## config.mk

```make
export PLATFORM = sky130hd
export DESIGN_NAME = i2c_addr_watch
export DESIGN_NICKNAME = d
export VERILOG_FILES = /design/src/rtl/i2c_aw_pkg.sv /design/src/rtl/i2c_aw_sync.sv /design/src/rtl/i2c_aw_cond.sv /design/src/rtl/i2c_aw_fsm.sv /design/src/rtl/i2c_addr_watch.sv
export SDC_FILE = /design/constraint.sdc
export NUM_CORES = 1
export LEC_CHECK = 0
export CAP_MARGIN = 10
export CORE_MARGIN = 5
export CORE_UTILIZATION = 48
export DETAILED_ROUTE_END_ITERATION = 16
export PLACE_DENSITY_LB_ADDON = 0.2
export SKIP_CTS_REPAIR_TIMING = 1
export SYNTH_ARGS = -nofsm -noshare
export SYNTH_HDL_FRONTEND = slang
export SYNTH_SLANG_ARGS = --single-unit
```

## constraint.sdc

```tcl
create_clock -name clk -period 1.7 [get_ports clk]
set_input_delay 0.17 -clock clk [delete_from_list [all_inputs] [get_ports clk]]
set_output_delay 0.17 -clock clk [all_outputs]
set_load 0.02 [all_outputs]
```

## src/rtl/i2c_aw_pkg.sv

```systemverilog
package i2c_aw_pkg;
  localparam int unsigned AW = 7;
  localparam int unsigned FW = AW + 1;
  localparam logic [AW-1:0] GC_ADDR = '0;

  typedef enum logic [2:0] {
    ST_IDLE,
    ST_ADDR,
    ST_ACK,
    ST_HOLD,
    ST_SKIP
  } aw_state_e;

  typedef struct packed {
    logic own;
    logic gc;
  } aw_hit_t;

  // frame = {addr[AW-1:0], rw}
  function automatic aw_hit_t classify(input logic [FW-1:0] frame,
                                       input logic [AW-1:0] own);
    aw_hit_t h;
    h.own = (frame[FW-1:1] == own);
    h.gc  = (frame[FW-1:1] == GC_ADDR) && !frame[0];
    return h;
  endfunction
endpackage

```

## src/rtl/i2c_aw_sync.sv

```systemverilog
module i2c_aw_sync #(
  parameter int unsigned STAGES = 2
) (
  input  logic clk,
  input  logic rst_n,
  input  logic din,
  output logic level,
  output logic rise,
  output logic fall
);
  logic [STAGES-1:0] chain;
  logic              prev;

  generate
    if (STAGES == 1) begin : g_one
      always_ff @(posedge clk or negedge rst_n) begin
        if (!rst_n) chain <= '1;
        else        chain <= din;
      end
    end else begin : g_many
      always_ff @(posedge clk or negedge rst_n) begin
        if (!rst_n) chain <= '1;
        else        chain <= {chain[STAGES-2:0], din};
      end
    end
  endgenerate

  always_ff @(posedge clk or negedge rst_n) begin
    if (!rst_n) prev <= 1'b1;
    else        prev <= level;
  end

  assign level = chain[STAGES-1];
  assign rise  = level & ~prev;
  assign fall  = ~level & prev;
endmodule

```

## src/rtl/i2c_aw_cond.sv

```systemverilog
module i2c_aw_cond (
  input  logic scl_lvl,
  input  logic sda_rise,
  input  logic sda_fall,
  output logic start_evt,
  output logic stop_evt
);
  assign start_evt = sda_fall & scl_lvl;
  assign stop_evt  = sda_rise & scl_lvl;
endmodule

```

## src/rtl/i2c_aw_fsm.sv

```systemverilog
module i2c_aw_fsm
  import i2c_aw_pkg::*;
(
  input  logic          clk,
  input  logic          rst_n,
  input  logic          start_evt,
  input  logic          stop_evt,
  input  logic          scl_rise,
  input  logic          scl_fall,
  input  logic          sda_lvl,
  input  logic [AW-1:0] own_addr,
  input  logic          release_i,
  output logic          sda_pull_o,
  output logic          pending_o,
  output logic          irq_o,
  output logic          rw_o,
  output logic          gc_o
);
  localparam int unsigned CW = $clog2(FW + 1);
  localparam logic [CW-1:0] LAST = CW'(FW);

  aw_state_e      state;
  logic [CW-1:0]  cnt;
  logic [FW-1:0]  shreg;
  aw_hit_t        hit;
  logic           frame_done;
  logic           take_bit;

  assign hit        = classify(shreg, own_addr);
  assign frame_done = scl_fall && (cnt == LAST);
  assign take_bit   = scl_rise && (cnt != LAST);

  always_ff @(posedge clk or negedge rst_n) begin
    if (!rst_n) begin
      state     <= ST_IDLE;
      cnt       <= '0;
      shreg     <= '0;
      pending_o <= 1'b1;
      irq_o     <= 1'b0;
      rw_o      <= 1'b0;
      gc_o      <= 1'b0;
    end else begin
      irq_o <= 1'b0;
      if (stop_evt) begin
        state     <= ST_IDLE;
        cnt       <= '0;
        pending_o <= 1'b1;
      end else if (start_evt) begin
        state     <= ST_ADDR;
        cnt       <= '0;
        pending_o <= 1'b1;
        rw_o      <= 1'b0;
        gc_o      <= 1'b0;
      end else begin
        case (state)
          ST_ADDR: begin
            if (take_bit) begin
              shreg <= {shreg[FW-2:0], sda_lvl};
              cnt   <= cnt + 1'b1;
            end else if (frame_done) begin
              if (hit.own || hit.gc) begin
                state <= ST_ACK;
                rw_o  <= shreg[0];
                gc_o  <= hit.gc;
              end else begin
                state <= ST_SKIP;
              end
            end
          end
          ST_ACK: begin
            if (scl_fall) begin
              state     <= ST_HOLD;
              pending_o <= 1'b0;
              irq_o     <= 1'b1;
            end
          end
          ST_HOLD: begin
            if (release_i) begin
              pending_o <= 1'b1;
              state     <= ST_SKIP;
            end
          end
          default: ;
        endcase
      end
    end
  end

  assign sda_pull_o = (state == ST_ACK);

  assert_irq_clears_pending_R5: assert property (@(posedge clk) disable iff (!rst_n)
    irq_o |-> !pending_o);
  assert_irq_with_ack_release_R5: assert property (@(posedge clk) disable iff (!rst_n)
    irq_o |-> $fell(sda_pull_o));
  assert_ack_on_fall_R3: assert property (@(posedge clk) disable iff (!rst_n)
    $rose(sda_pull_o) |-> $past(scl_fall));
  assert_stretch_only_held_R6: assert property (@(posedge clk) disable iff (!rst_n)
    !pending_o |-> (state == ST_HOLD));
  assert_release_sets_pending_R7: assert property (@(posedge clk) disable iff (!rst_n)
    (release_i && !pending_o && !stop_evt) |=> pending_o);
  assert_stop_idles_R9: assert property (@(posedge clk) disable iff (!rst_n)
    stop_evt |=> (pending_o && !sda_pull_o));
endmodule

```

## src/rtl/i2c_addr_watch.sv

```systemverilog
module i2c_addr_watch
  import i2c_aw_pkg::*;
#(
  parameter int unsigned SYNC_STAGES = 2
) (
  input  logic          clk,
  input  logic          rst_n,
  input  logic          scl_i,
  input  logic          sda_i,
  input  logic [AW-1:0] own_addr_i,
  input  logic          release_i,
  output logic          scl_pull_o,
  output logic          sda_pull_o,
  output logic          irq_o,
  output logic          pending_o,
  output logic          rw_o,
  output logic          gc_o
);
  logic scl_lvl, scl_rise, scl_fall;
  logic sda_lvl, sda_rise, sda_fall;
  logic start_evt, stop_evt;

  i2c_aw_sync #(.STAGES(SYNC_STAGES)) u_scl_sync (
    .clk(clk), .rst_n(rst_n), .din(scl_i),
    .level(scl_lvl), .rise(scl_rise), .fall(scl_fall)
  );

  i2c_aw_sync #(.STAGES(SYNC_STAGES)) u_sda_sync (
    .clk(clk), .rst_n(rst_n), .din(sda_i),
    .level(sda_lvl), .rise(sda_rise), .fall(sda_fall)
  );

  i2c_aw_cond u_cond (
    .scl_lvl(scl_lvl), .sda_rise(sda_rise), .sda_fall(sda_fall),
    .start_evt(start_evt), .stop_evt(stop_evt)
  );

  i2c_aw_fsm u_fsm (
    .clk(clk), .rst_n(rst_n),
    .start_evt(start_evt), .stop_evt(stop_evt),
    .scl_rise(scl_rise), .scl_fall(scl_fall), .sda_lvl(sda_lvl),
    .own_addr(own_addr_i), .release_i(release_i),
    .sda_pull_o(sda_pull_o), .pending_o(pending_o), .irq_o(irq_o),
    .rw_o(rw_o), .gc_o(gc_o)
  );

  assign scl_pull_o = ~pending_o;

  assert_no_start_and_stop_R9: assert property (@(posedge clk) disable iff (!rst_n)
    !(start_evt && stop_evt));
  assert_no_double_pull_R3: assert property (@(posedge clk) disable iff (!rst_n)
    !(sda_pull_o && scl_pull_o));
endmodule

```

==> results_dict.tcl <==
set metrics [dict create \
    die_width_um 62.2 \
    tritoncts "yes" \
    syn_nets 124 \
    drc 0 \
    clockBufferDepth 2 \
    finalClockSkew_ns 0.0225 \
    synth.most_common_cell "dfrtp_1" \
    drv_cap 0 \
    dr.pass1.iters 4 \
    grt_pass1_wl_um 4350 \
    cts_sinks 25 \
    outcome "complete, no violations" \
    fmax_mhz 616 \
    r2r-start "u_scl_sync.chain[1]$_DFF_PN1_" \
    worstMarginPinSlew_ns 0.366 \
    dieArea_um2 3870 \
    met1_length_um 1130 \
    fin_crit_ns 1.62 \
    top_layer "met4" \
    clock_latency_ns 0.33 \
    ir_drop_v 0.000620 \
    critical_path_class "register to register" \
    finalNetCount 155 \
    start_kind "register" \
    grt_util_all_layers 0.137 \
    multi_input_area_um2 629 \
    postSynth.asyncResetShare 1.00 \
    synth_edf_count 0 \
    drive_gt1_frac 0.264 \
    register_area_um2 634 \
    path_clk_slew_ns 0.16 \
    fin_setup_tns_ns 0 \
    hp-class "input pin to async pin" \
    fill_cells 233 \
    maxSlewViolCount 0 \
    hold_violations 0 \
    vias 952 \
    relSlewSlack 0.754 \
    rsz0062_at_grt "true" \
    cp.arrival_ns 1.84 \
    grt_pass1_vias 956 \
    ys_ff_latch 25 \
    gp_congestion 0.851 \
    leakagePower_nw 0.725 \
    cpLargestDelayFamily "flip-flops" \
    startpoint "u_scl_sync.chain[1]$_DFF_PN1_" \
    setup_ws_ns 0.0769 \
    fin_crit_sh 0.955 \
    port_buffers 17 \
    synth_top_cell_by_area "dfrtp_1" \
    ant_nets 0 \
    cp_cell_sequence "nand4bb_4 -> nor3_4 -> nand2b_1 -> buf_6 -> mux2_4" \
    yosysSeqAreaShare 0.484 \
    crit_buf_inv 1 \
    post_drt_wl_per_cell_um 14.8 \
    core_area_um2 2690 \
    pwr_density_cell_nw_per_um2 850 \
    die_h_um 62.2 \
    drtIter0Drc 20 \
    antenna_found_initial 0 \
    syn_inst 110 \
    post-place-ws_ns 0.0587 \
    via_per_inst 5.57 \
    cp.depth 5 \
    area_growth_pct 23.9 \
    h-tree-depth 1 \
    synth_area_um2 1310 \
    finalSetupViolCount 0 \
    yosys-top-cells-count "18 x dfrtp_1, 10 x xnor2_1, 9 x nor2_1" \
    hold_slack_ns 0.166 \
    synthFlopType "dfrtp_1" \
    wl_met2_um 1260 \
    start_util 0.488 \
    rr_worst_depth 5 \
    rows 19 \
    end_kind "register" \
    io_pins 18 \
    synth-warning-count 0 \
    grt_max_degree 26 \
    numCtsBuffers 3 \
    n_antenna_cell 0 \
    cp.required_ns 1.91 \
    wl_met3_um 97 \
    finalPower_w 0.00138 \
    gr-total-overflow 0 \
    yosys-top-cells-area "dfrtp_1 34%, dfstp_2 14%, mux2_4 9.2%, xnor2_1 6.7%, nor2_1 2.6%" \
    critPathMaxStageDelay_ns 0.63 \
    synth_cell_types 37 \
    critPathSlowestCell "dfstp_2" \
    wl_um 2530 \
    hpwlAfterDp_um 1910 \
    crit_fanout 8 \
    cts_root_buf "clkbuf_4" \
    yosysTopAreaCellShare 0.344 \
    syn_avg_cell_area_um2 11.9 \
]
[worst reg2reg max path: stages (launching register included)]
cell and delay [ns]:
dfstp_2 0.63, nand4bb_4 0.15, nor3_4 0.19, nand2b_1 0.08, buf_6 0.15, mux2_4 0.30
[where the power goes]
part	internal (W)	switching (W)
Combinational	0.000206	0.000160
Clock	0.0000900	0.000189
Sequential	0.000664	0.0000711
[logic make-up after synthesis]
group	Yosys count	synth area share
fa+ha+maj	2	0.0191
mux	9	0.0993
flops	25	0.484
simple gates	44	0.226
xor+xnor	11	0.0735
buf+inv	8	0.0353
compound gates	11	0.0621
[layout make-up]
| type | count | share of cell area |
|---|---|---|
| sequential | 25 | 0.391 |
| multi-input combinational | 77 | 0.388 |
| timing repair buffer | 29 | 0.167 |
| tap | 31 | 0.0239 |
| clock buffer | 3 | 0.0139 |
| inverter | 5 | 0.0116 |
| clock inverter | 1 | 0.00463 |
[state kept, by name, indices dropped and copies added (netlist names)]
signal            cells
u_fsm.state           3
u_fsm.pending_o       1
u_fsm.irq_o           1
u_fsm.shreg           8
u_sda_sync.chain      2
u_fsm.gc_o            1
u_fsm.cnt             4
u_scl_sync.chain      2
u_sda_sync.prev       1
u_scl_sync.prev       1
u_fsm.rw_o            1
[metrics by stage]
| stage | instances | util | cell area (µm²) |
|---|---|---|---|
| final | 171 | 0.604 | 1620 |
| after global routing | 171 | 0.604 | 1620 |
| after CTS | 169 | 0.594 | 1600 |
| after detailed placement | 165 | 0.583 | 1570 |
| after global placement | 165 | 0.583 | 1570 |
| after floorplan | 110 | - | 1310 |
[layout by cell type (no fill, tap or decap), drive strengths merged]
| cell | n |
|---|---|
| dfrtp | 18 |
| nand2b | 4 |
| inv | 5 |
| mux2 | 8 |
| o211ai | 2 |
| o31ai | 1 |
| nor2 | 9 |
| buf | 12 |
| dlymetal6s2s | 3 |
| nand3b | 3 |
| o22ai | 1 |
| and4 | 1 |
| a211oi | 1 |
| mux2i | 1 |
| nor4 | 2 |
| a32o | 1 |
| and3b | 1 |
| clkinvlp | 1 |
| nand3 | 5 |
| nor4b | 1 |
| nand4bb | 2 |
| ha | 2 |
| and3 | 2 |
| and2 | 2 |
| xor2 | 1 |
| o31a | 1 |
| o221ai | 1 |
| clkbuf | 3 |
| a31oi | 2 |
| clkdlybuf4s50 | 14 |
| o21ai | 1 |
| xnor2 | 10 |
| nor3 | 5 |
| nand4 | 2 |
| nand2 | 4 |
| and2b | 1 |
| dfstp | 7 |
[layer usage]
| metal | track usage | up-vias |
|---|---|---|
| li1 | - | 452 |
| met5 | 0 | - |
| met3 | 0.0252 | 4 |
| met2 | 0.222 | 22 |
| met4 | 0.0596 | 0 |
| met1 | 0.178 | 474 |
[path summary, 6_finish.rpt]
kind / endpoint / slack, ns
min in group clk: u_sda_sync.chain[0]$_DFF_PN1_ / 0.22
max: u_fsm.shreg[4]$_DFFE_PN0P_ / 0.08
min reg2reg: u_sda_sync.chain[1]$_DFF_PN1_ / 0.36
min: u_fsm.gc_o$_DFFE_PN0P_ / 0.17
max reg2reg: u_fsm.shreg[4]$_DFFE_PN0P_ / 0.08
max in group asynchronous: u_scl_sync.prev$_DFF_PN1_ / 1.24
No activity file was read; power rests on OpenSTA's default activity.
